**src/rtl/mbu_pkg.sv**
```systemverilog
package mbu_pkg;
    typedef enum logic [2:0] {
        LD_FREE, LD_HOLD, LD_REQ, LD_WAIT, LD_DONE
    } ld_state_e;

    typedef enum logic [1:0] {
        ST_FREE, ST_WDATA, ST_READY, ST_WACK
    } st_state_e;
endpackage

```
**src/rtl/mbu_ld_slot.sv**
```systemverilog
module mbu_ld_slot
    import mbu_pkg::*;
#(
    parameter int N_ST = 3,
    parameter int AW   = 16,
    parameter int DW   = 32
) (
    input  logic            clk,
    input  logic            rst_n,
    input  logic            alloc,
    input  logic [AW-1:0]   alloc_addr,
    input  logic [N_ST-1:0] alloc_dep,
    input  logic [N_ST-1:0] st_retire,
    input  logic            mem_grant,
    input  logic            rsp_hit,
    input  logic [DW-1:0]   rsp_data,
    input  logic            bc_grant,
    output logic            busy,
    output logic            want_mem,
    output logic            want_bc,
    output logic [AW-1:0]   addr_q,
    output logic [DW-1:0]   data_q
);
    ld_state_e       state, state_n;
    logic [N_ST-1:0] dep_q;

    always_ff @(posedge clk) begin
        if (!rst_n) state <= LD_FREE;
        else        state <= state_n;
    end

    always_comb begin
        state_n = state;
        unique case (state)
            LD_FREE: if (alloc) state_n = (alloc_dep == '0) ? LD_REQ : LD_HOLD;
            LD_HOLD: if ((dep_q & ~st_retire) == '0) state_n = LD_REQ;
            LD_REQ:  if (mem_grant) state_n = LD_WAIT;
            LD_WAIT: if (rsp_hit) state_n = LD_DONE;
            LD_DONE: if (bc_grant) state_n = LD_FREE;
            default: state_n = LD_FREE;
        endcase
    end

    always_ff @(posedge clk) begin
        if (!rst_n) begin
            dep_q  <= '0;
            addr_q <= '0;
            data_q <= '0;
        end else begin
            if (alloc && state == LD_FREE) begin
                addr_q <= alloc_addr;
                dep_q  <= alloc_dep;
            end else begin
                dep_q <= dep_q & ~st_retire;
            end
            if (rsp_hit && state == LD_WAIT) data_q <= rsp_data;
        end
    end

    always_comb begin
        busy     = (state != LD_FREE);
        want_mem = (state == LD_REQ);
        want_bc  = (state == LD_DONE);
    end
endmodule

```
**src/rtl/mbu_st_queue.sv**
```systemverilog
module mbu_st_queue
    import mbu_pkg::*;
#(
    parameter int N_ST = 3,
    parameter int AW   = 16,
    parameter int DW   = 32,
    parameter int TW   = 4,
    localparam int SIW = (N_ST > 1) ? $clog2(N_ST) : 1
) (
    input  logic            clk,
    input  logic            rst_n,
    input  logic            alloc,
    input  logic [AW-1:0]   in_addr,
    input  logic [DW-1:0]   in_data,
    input  logic [TW-1:0]   in_qtag,
    input  logic            snoop_valid,
    input  logic [TW-1:0]   snoop_tag,
    input  logic [DW-1:0]   snoop_data,
    input  logic            wr_grant,
    input  logic            wr_ack,
    output logic            full,
    output logic [SIW-1:0]  tail,
    output logic [SIW:0]    count,
    output logic [N_ST-1:0] valid_vec,
    output logic [AW-1:0]   addr_arr [N_ST],
    output logic [N_ST-1:0] retire,
    output logic            want_write,
    output logic [AW-1:0]   wr_addr,
    output logic [DW-1:0]   wr_data,
    output logic [TW-1:0]   head_tag
);
    logic [SIW-1:0] head;
    st_state_e      state_arr [N_ST];
    logic [DW-1:0]  data_arr  [N_ST];
    logic [TW-1:0]  tag_arr   [N_ST];
    logic           in_hit, in_ready, do_retire;

    function automatic logic [SIW-1:0] bump(input logic [SIW-1:0] p);
        return (p == SIW'(N_ST - 1)) ? '0 : p + 1'b1;
    endfunction

    assign in_hit    = snoop_valid && (in_qtag != '0) && (snoop_tag == in_qtag);
    assign in_ready  = (in_qtag == '0) || in_hit;
    assign do_retire = wr_ack && (state_arr[head] == ST_WACK);

    for (genvar g = 0; g < N_ST; g++) begin : g_ent
        st_state_e     st, st_n;
        logic [AW-1:0] a_q;
        logic [DW-1:0] d_q;
        logic [TW-1:0] t_q;
        logic          mine_alloc, mine_head, snoop_hit;

        assign mine_alloc = alloc && (tail == SIW'(g));
        assign mine_head  = (head == SIW'(g));
        assign snoop_hit  = snoop_valid && (st == ST_WDATA) && (snoop_tag == t_q);

        always_ff @(posedge clk) begin
            if (!rst_n) st <= ST_FREE;
            else        st <= st_n;
        end

        always_comb begin
            st_n = st;
            unique case (st)
                ST_FREE:  if (mine_alloc) st_n = in_ready ? ST_READY : ST_WDATA;
                ST_WDATA: if (snoop_hit) st_n = ST_READY;
                ST_READY: if (wr_grant && mine_head) st_n = ST_WACK;
                ST_WACK:  if (wr_ack && mine_head) st_n = ST_FREE;
                default:  st_n = ST_FREE;
            endcase
        end

        always_ff @(posedge clk) begin
            if (!rst_n) begin
                a_q <= '0;
                d_q <= '0;
                t_q <= '0;
            end else if (mine_alloc && st == ST_FREE) begin
                a_q <= in_addr;
                d_q <= in_hit ? snoop_data : in_data;
                t_q <= in_hit ? '0 : in_qtag;
            end else if (snoop_hit) begin
                d_q <= snoop_data;
                t_q <= '0;
            end
        end

        assign state_arr[g] = st;
        assign addr_arr[g]  = a_q;
        assign data_arr[g]  = d_q;
        assign tag_arr[g]   = t_q;
        assign valid_vec[g] = (st != ST_FREE);
        assign retire[g]    = do_retire && mine_head;
    end

    always_ff @(posedge clk) begin
        if (!rst_n) begin
            head  <= '0;
            tail  <= '0;
            count <= '0;
        end else begin
            if (alloc) tail <= bump(tail);
            if (do_retire) head <= bump(head);
            count <= count + (SIW+1)'(alloc) - (SIW+1)'(do_retire);
        end
    end

    always_comb begin
        full       = (count == (SIW+1)'(N_ST));
        want_write = (state_arr[head] == ST_READY);
        wr_addr    = addr_arr[head];
        wr_data    = data_arr[head];
        head_tag   = tag_arr[head];
    end
endmodule

```
**src/rtl/mem_buffer_unit.sv**
```systemverilog
module mem_buffer_unit
    import mbu_pkg::*;
#(
    parameter int N_LD = 6,
    parameter int N_ST = 3,
    parameter int AW   = 16,
    parameter int DW   = 32,
    parameter int TW   = 4,
    localparam int LIW = (N_LD > 1) ? $clog2(N_LD) : 1,
    localparam int SIW = (N_ST > 1) ? $clog2(N_ST) : 1
) (
    input  logic           clk,
    input  logic           rst_n,
    input  logic           ld_req_valid,
    input  logic [AW-1:0]  ld_req_addr,
    output logic           ld_req_ready,
    output logic [TW-1:0]  ld_issue_tag,
    input  logic           st_req_valid,
    input  logic [AW-1:0]  st_req_addr,
    input  logic [DW-1:0]  st_req_data,
    input  logic [TW-1:0]  st_req_qtag,
    output logic           st_req_ready,
    input  logic           snoop_valid,
    input  logic [TW-1:0]  snoop_tag,
    input  logic [DW-1:0]  snoop_data,
    output logic           res_valid,
    output logic [TW-1:0]  res_tag,
    output logic [DW-1:0]  res_data,
    input  logic           res_grant,
    output logic           mem_req_valid,
    input  logic           mem_req_ready,
    output logic           mem_req_write,
    output logic [AW-1:0]  mem_req_addr,
    output logic [DW-1:0]  mem_req_wdata,
    output logic [LIW-1:0] mem_req_id,
    input  logic           mem_rsp_valid,
    input  logic [LIW-1:0] mem_rsp_id,
    input  logic [DW-1:0]  mem_rsp_data,
    input  logic           mem_wr_ack
);
    logic [N_LD-1:0] ld_busy, ld_want_mem, ld_want_bc, ld_alloc, ld_mgrant, ld_bgrant;
    logic [AW-1:0]   ld_addr [N_LD];
    logic [DW-1:0]   ld_data [N_LD];
    logic [LIW-1:0]  free_idx, mem_sel, bc_sel;
    logic            any_free, any_mem, any_bc;

    logic            st_full, st_alloc, st_want_write, st_wgrant;
    logic [SIW-1:0]  st_tail;
    logic [SIW:0]    st_count;
    logic [N_ST-1:0] st_valid, st_retire, ld_dep;
    logic [AW-1:0]   st_addr [N_ST];
    logic [AW-1:0]   st_wr_addr;
    logic [DW-1:0]   st_wr_data;
    logic [TW-1:0]   st_head_tag;

    always_comb begin
        any_free = 1'b0; free_idx = '0;
        any_mem  = 1'b0; mem_sel  = '0;
        any_bc   = 1'b0; bc_sel   = '0;
        for (int i = N_LD - 1; i >= 0; i--) begin
            if (!ld_busy[i])    begin any_free = 1'b1; free_idx = LIW'(i); end
            if (ld_want_mem[i]) begin any_mem  = 1'b1; mem_sel  = LIW'(i); end
            if (ld_want_bc[i])  begin any_bc   = 1'b1; bc_sel   = LIW'(i); end
        end
    end

    assign ld_req_ready = any_free;
    assign ld_issue_tag = TW'(free_idx) + TW'(1);
    assign st_req_ready = !st_full;
    assign st_alloc     = st_req_valid && !st_full;
    assign st_wgrant    = st_want_write && mem_req_ready;

    always_comb begin
        for (int j = 0; j < N_ST; j++) begin
            ld_dep[j] = (st_valid[j] && !st_retire[j] && st_addr[j] == ld_req_addr) ||
                        (st_alloc && st_tail == SIW'(j) && st_req_addr == ld_req_addr);
        end
    end

    for (genvar i = 0; i < N_LD; i++) begin : g_ld
        assign ld_alloc[i]  = ld_req_valid && any_free && (free_idx == LIW'(i));
        assign ld_mgrant[i] = !st_want_write && any_mem && (mem_sel == LIW'(i)) && mem_req_ready;
        assign ld_bgrant[i] = res_grant && any_bc && (bc_sel == LIW'(i));

        mbu_ld_slot #(.N_ST(N_ST), .AW(AW), .DW(DW)) u_slot (
            .clk       (clk),
            .rst_n     (rst_n),
            .alloc     (ld_alloc[i]),
            .alloc_addr(ld_req_addr),
            .alloc_dep (ld_dep),
            .st_retire (st_retire),
            .mem_grant (ld_mgrant[i]),
            .rsp_hit   (mem_rsp_valid && mem_rsp_id == LIW'(i)),
            .rsp_data  (mem_rsp_data),
            .bc_grant  (ld_bgrant[i]),
            .busy      (ld_busy[i]),
            .want_mem  (ld_want_mem[i]),
            .want_bc   (ld_want_bc[i]),
            .addr_q    (ld_addr[i]),
            .data_q    (ld_data[i])
        );
    end

    mbu_st_queue #(.N_ST(N_ST), .AW(AW), .DW(DW), .TW(TW)) u_stq (
        .clk        (clk),
        .rst_n      (rst_n),
        .alloc      (st_alloc),
        .in_addr    (st_req_addr),
        .in_data    (st_req_data),
        .in_qtag    (st_req_qtag),
        .snoop_valid(snoop_valid),
        .snoop_tag  (snoop_tag),
        .snoop_data (snoop_data),
        .wr_grant   (st_wgrant),
        .wr_ack     (mem_wr_ack),
        .full       (st_full),
        .tail       (st_tail),
        .count      (st_count),
        .valid_vec  (st_valid),
        .addr_arr   (st_addr),
        .retire     (st_retire),
        .want_write (st_want_write),
        .wr_addr    (st_wr_addr),
        .wr_data    (st_wr_data),
        .head_tag   (st_head_tag)
    );

    always_comb begin
        mem_req_valid = st_want_write || any_mem;
        mem_req_write = st_want_write;
        mem_req_addr  = st_want_write ? st_wr_addr : ld_addr[mem_sel];
        mem_req_wdata = st_wr_data;
        mem_req_id    = st_want_write ? '0 : mem_sel;
        res_valid     = any_bc;
        res_tag       = TW'(bc_sel) + TW'(1);
        res_data      = ld_data[bc_sel];
    end
endmodule

```
**config.mk**
```make
export PLATFORM = sky130hd
export DESIGN_NAME = mem_buffer_unit
export DESIGN_NICKNAME = d
export VERILOG_FILES = /design/src/rtl/mbu_pkg.sv /design/src/rtl/mbu_ld_slot.sv /design/src/rtl/mbu_st_queue.sv /design/src/rtl/mem_buffer_unit.sv
export SDC_FILE = /design/constraint.sdc
export NUM_CORES = 1
export LEC_CHECK = 0
export ABC_CLOCK_PERIOD_IN_PS = 7750
export BUFFER_PORTS_ARGS = -buffer_cell sky130_fd_sc_hd__buf_2
export CORE_ASPECT_RATIO = 1.75
export CORE_MARGIN = 1.5
export CORE_UTILIZATION = 35
export DETAILED_ROUTE_END_ITERATION = 10
export PLACE_DENSITY = 0.55
export SYNTH_ARGS = -nofsm -noshare
export SYNTH_HDL_FRONTEND = slang
export SYNTH_HIERARCHICAL = 1
export SYNTH_SLANG_ARGS = --single-unit
```
**constraint.sdc**
```tcl
create_clock -name clk -period 7.75 [get_ports clk]
set_input_delay 1.1625 -clock clk [delete_from_list [all_inputs] [get_ports clk]]
set_output_delay 1.1625 -clock clk [all_outputs]
set_load 0.1 [all_outputs]
```
## After elaboration in Yosys (flattened, before gate mapping)

Index checks and enable logic that the tools add are counted.

| cells by class | value |
|---|---|
| magnitude comparators | 3 |
| bitwise logic cells | 10 |
| muxes and demuxes | 128 |
| eq/ne operators | 110 |
| reductions and logical operators | 135 |
| add/subtract/negate cells | 6 |

Operator list:

| operator | number |
|---|---|
| two-way mux 32 bit | 11 |
| two-way mux 3 bit | 55 |
| binary-select mux 32 bit (select 3 bit) | 1 |
| case mux 3 bit (5 select lines) | 6 |
| != test 2 x 1 -> 1 bit, second input constant | 42 |
| logical AND 1 bit | 80 |
| two-way mux 16 bit | 5 |
| binary-select mux 32 bit (select 2 bit) | 1 |
| == test 16 bit | 4 |
| == test 3 x 2 -> 1 bit, second input constant | 21 |
| logical NOT 3 bit | 17 |
| binary-select mux 16 bit (select 3 bit) | 1 |
| == test 3 bit, second input constant | 14 |
| two-way mux 2 bit | 18 |
| binary-select mux 16 bit (select 2 bit) | 1 |
| == test 3 x 1 -> 1 bit, second input constant | 10 |
| AND reduction 5 bit | 6 |
| two-way mux 4 bit | 7 |
| case mux 2 bit (4 select lines) | 3 |
| == test 2 bit, second input constant | 10 |
| AND 3 bit | 6 |
| two-way mux 1 bit | 18 |
| nonzero test 3 bit | 6 |
| == test 4 bit | 4 |
| other kinds (18) | 45 |

| word-level totals | value |
|---|---|
| word-level logic and storage cells | 431 |
| register bits | 493 |

## Depth between registers and ports, before layout

| depth | value |
|---|---|
| depth after elaboration | 15 |
| gate-level depth with buffers | 16 |

## By module

The synthesis kept the hierarchy.

Modules (own cells, without submodules):

| module | seq. area each (um2) | times used | cells an instance | area each (um2) |
|---|---|---|---|---|
| mbu_ld_slot | 1081.0 | 6 | 254 | 2164.6 |
| mbu_st_queue | 3383.2 | 1 | 1095 | 8883.5 |
| mem_buffer_unit | 0.0 | 1 | 546 | 3987.6 |

## Worst setup path before layout

OpenSTA, ideal clock, no wires.

| timing path | value |
|---|---|
| path type | reg-to-output |
| from | register u_stq.head[0] |
| to | output port mem_req_addr[11] |
| path buffers | 1 |
| stages on the path, launching flop included | 8 |
| data arrival time | 6.152 ns |
| required time | 6.588 ns |
| slack | 0.435 ns |
| cell sequence | dfxtp_1 > clkbuf_1 > mux2i_1 > o22ai_1 > inv_1 > nor2_1 > nor2_1 > a221oi_1 |

| on the way | value |
|---|---|
| word-level cells in the longest chain between the ends | 6 |
| elaborated cells on any way between the ends | 9 |

RTL lines:

| element | RTL line | text |
|---|---|---|
| from (decl) | mbu_st_queue.sv:32 | `logic [SIW-1:0] head;` |
| from (signal assigned) | mbu_st_queue.sv:103 | `if (do_retire) head <= bump(head);` |
| inverter 2 -> 3 bit (implied by the code) | mbu_st_queue.sv:110 | `want_write = (state_arr[head] == ST_READY);` |
| binary-select mux 2 bit (select 2 bit) | mbu_st_queue.sv:110 |  |
| two-way mux 2 bit (implied by the code) (2 in a row) | mbu_st_queue.sv:110 |  |
| == test 2 bit | mbu_st_queue.sv:110 |  |
| via mem_req_write | mem_buffer_unit.sv:32 | `output logic mem_req_write,` |
| two-way mux 16 bit | mem_buffer_unit.sv:131 | `mem_req_addr = st_want_write ? st_wr_addr : ld_addr[mem_sel];` |
| to (decl) | mem_buffer_unit.sv:33 | `output logic [AW-1:0] mem_req_addr,` |

The timed path passes the listed nets, and every way through them passes these cells. The select of a mux whose other input is x is not followed.

## Worst setup path after layout

| timing path | value |
|---|---|
| from | register u_stq.head[1] |
| to | output port mem_req_addr[5] |

| on the way | value |
|---|---|
| word-level cells in the longest chain between the ends | 6 |
| elaborated cells on any way between the ends | 9 |

RTL lines:

| element | RTL line |
|---|---|
| inverter 2 -> 3 bit (implied by the code) * | mbu_st_queue.sv:110, mbu_st_queue.sv:111 |
| binary-select mux 2 bit (select 2 bit) | mbu_st_queue.sv:110 |
| two-way mux 2 bit (implied by the code) (2 in a row) | mbu_st_queue.sv:110 |
| == test 2 bit | mbu_st_queue.sv:110 |
| two-way mux 16 bit * | mem_buffer_unit.sv:131 |

Every way passes the cells marked *; elsewhere a longest branch is shown, timed or not. The select of a mux whose other input is x is not followed.

==> results.md <==
- Pin count of the biggest net entering global routing: 222
- Area growth, synth to finish: 12.5%
- HPWL after detailed placement: 57100 microns
- Core box area: 0.0729 sq mm
- GR Util met2: 41.2%
- Total power divided by cell area: 264 mW/mm^2
- Critical Path AT: 4.84 ns
- Clock transition at the registers of the reported paths: 0.07 ns
- Number of buffers between clock root and the deepest sink: 3
- Kind of start point of the critical path: register
- Reg power frac: 36.8%
- Setup Total Neg Slack: 0 ns
- Final hold vios: 0
- Starting density of the core: 35.3%
- Worst hold path class: register to register
- Met1 demand-to-capacity share in global routing: 25.4%
- Most common cell after layout, fill and taps aside: sky130_fd_sc_hd__nand2_1
- Busiest layer in global routing: met2
- Clk pwr share: 33.2%
- Post CTS Setup Buffer Count: 0
- Instance area after placement: 0.0273 sq mm
- Endpoint of the lowest-slack register-to-register path: g_ld[1].u_slot/state[1]
- Destination of the critical timing path: mem_req_addr[5]
- Floorplan die height: 362 microns
- Max FO, Critical Path: 57
- Total number of placement rows: 131
- I/O Pins: 244
- Sum of overflow across all layers after global routing: 0
- Reg2reg setup slack: 3.77 ns
- Vias per std cell: 5.46
- Post-placement worst setup slack: 2.53 ns
- Worst-Margin Slew: 1.16 ns
- Mapped Cells: 3153
- CP Capture Type: output port
- Final critical delay including setup and external delays: 6.00 ns
- Combinational cell fraction of total power: 30.0%
- First-pass GRT wire length: 133000 microns
- Most numerous cell on the critical path: sky130_fd_sc_hd__inv_1
- First-pass iteration count of the detailed router: 5
- DR WL/cell: 20.9 microns
- Largest stage delay, worst path: 0.62 ns
- Worst clock skew: 0.0222 ns
- Post-route setup slack: 1.75 ns
- Warnings, synthesis: 6
- CTS hold repair buffers: 0
- Die X-Extent: 208 microns
- Outcome: finished clean
- Worst path slowest cell: sky130_fd_sc_hd__inv_1
- Number of violations reported at the end of detailed-routing iteration 0: 1494
- TritonCTS clock tree: done
- Cells along the critical path: buf_4 > nand2_1 > o22ai_1 > inv_1 > nor2_1 > inv_1 > o41ai_4 > a2111oi_0 > nor3_1 > buf_2
- Switching part of the total power: 38.8%
- Clock buffers created by TritonCTS: 51
- GR Layer Usage met3: 4.38%
- Setup repair after global routing missed its margin: no
- Final setup viols: 0
- Port-buffer cells: 241
- Overall die area: 0.0754 sq mm
- Number of cells on the worst reg-to-reg path: 11
- Finished Cell Area: 0.0290 sq mm
- Total global-route track usage: 22.5%
- Mapped Avg Cell Area: 8.18 sq um
- Reg-to-Reg Start: u_stq/head[0]
- # clock sinks: 493
- Maximum clock frequency: 167 MHz
- Top library cells by usage in the layout, fill and taps aside: sky130_fd_sc_hd__nand2_1 (881), sky130_fd_sc_hd__dfxtp_1 (491), sky130_fd_sc_hd__a21boi_0 (259)
- Via count of the first global-routing pass: 22100
- Post-cts repair resize count: 0
- Drt drc: 0
- Leakage power of the design: 10.5 nW
- Area of the mapped netlist: 0.0258 sq mm
- Minimum hold slack: 0.455 ns
- Clk Latency, worst-skew pair: 0.61 ns
- Net count, final: 3406
- Period Utilization, post-route: 77.5%
- Beginning of the critical path: u_stq/head[1]
- Worst EP required: 6.59 ns
- Overall via count from detail_route: 22900
- Number of antenna violations at the first check in global routing: 16
- Total wire length after detailed routing: 87600 microns
- H-tree lvl count: 2
- Max capacitance violation total: 0
- Internal power contribution: 4.69 mW
- Antenna viol nets, final: 0
- Placer congestion estimate: 0.863
- Category of the most critical setup path: register to output port
- Fraction of layout cells with a size suffix above 1: 13.9%
- Final-report max-slew violation count: 0
- Maximum vdd drop: 0.336 mV
- Switching power total: 2.97 mW
- CTS root buffer: sky130_fd_sc_hd__clkbuf_16
- Worst rel slew slack: 22.3%
[per-layer routing]
layer  part of all wire (%)  wire length [microns]  up-vias
met5                   0.19                    163        -
met4                    3.8                   3330       26
met3                    5.5                   4830      188
met2                     51                  44600      645
met1                     40                  34700    11000
li1                       -                      -    11100
[power groups by stage]
stage               combinational [mW]  clock [mW]  sequential [mW]
floorplan                         1.77           0             2.82
global placement                  2.28           0             2.87
detailed placement                2.29           0             2.87
CTS                               2.29        2.62             2.81
global route                      2.43        2.71             2.83
finish                            2.30        2.55             2.82
[state kept, by name (all words and copies together), names as in the netlist]
name                cells
u_stq/g_ent.t_q        12
g_ld.u_slot/data_q    192
u_stq/head              2
u_stq/g_ent.d_q        96
u_stq/g_ent.st          6
u_stq/tail              2
u_stq/g_ent.a_q        48
g_ld.u_slot/addr_q     96
g_ld.u_slot/state      18
u_stq/count             3
g_ld.u_slot/dep_q      18
[area by class of cell]
class	instances	area [sq um]
Antenna cell	1	2.50
Clock buffer	73	1530
Clock inverter	15	160
Fill cell	7537	43900
Inverter	49	188
Multi-Input combinational cell	2358	14600
Sequential cell	493	9870
Tap cell	931	1160
Timing Repair Buffer	278	1510
[worst min-delay path by stage]
stage | from | end | slack, ns | cells after the start
final | g_ld[4].u_slot/data_q[2] | g_ld[4].u_slot/data_q[2] | 0.46 | 2
after global routing | g_ld[1].u_slot/data_q[31] | g_ld[1].u_slot/data_q[31] | 0.47 | 2
after CTS | g_ld[3].u_slot/data_q[31] | g_ld[3].u_slot/data_q[31] | 0.45 | 2
after detailed placement | g_ld[3].u_slot/data_q[31] | g_ld[3].u_slot/data_q[31] | 0.44 | 2
after global placement | g_ld[1].u_slot/data_q[31] | g_ld[1].u_slot/data_q[31] | 0.44 | 2
after floorplan | g_ld[1].u_slot/data_q[16] | g_ld[1].u_slot/data_q[16] | 0.43 | 2
[worst max-delay path, delay by kind of cell (launching register included)]
family,cells,cell delay (ns)
compound gates,3,0.88
buf+inv,4,1.77
flops,1,0.33
simple gates,3,1.23
[through the flow]
| stage | utilization (%) | cells | power [mW] |
|---|---|---|---|
| 2_1_floorplan | - | 3154 | 4.59 |
| 3_3_place_gp | 37.5 | 4109 | 5.15 |
| 3_5_place_dp | 37.5 | 4109 | 5.16 |
| 4_1_cts | 39.8 | 4197 | 7.72 |
| 5_1_grt | 39.8 | 4197 | 7.97 |
| 6_report | 39.8 | 4198 | 7.66 |
Power figures use the tool's default switching activity.
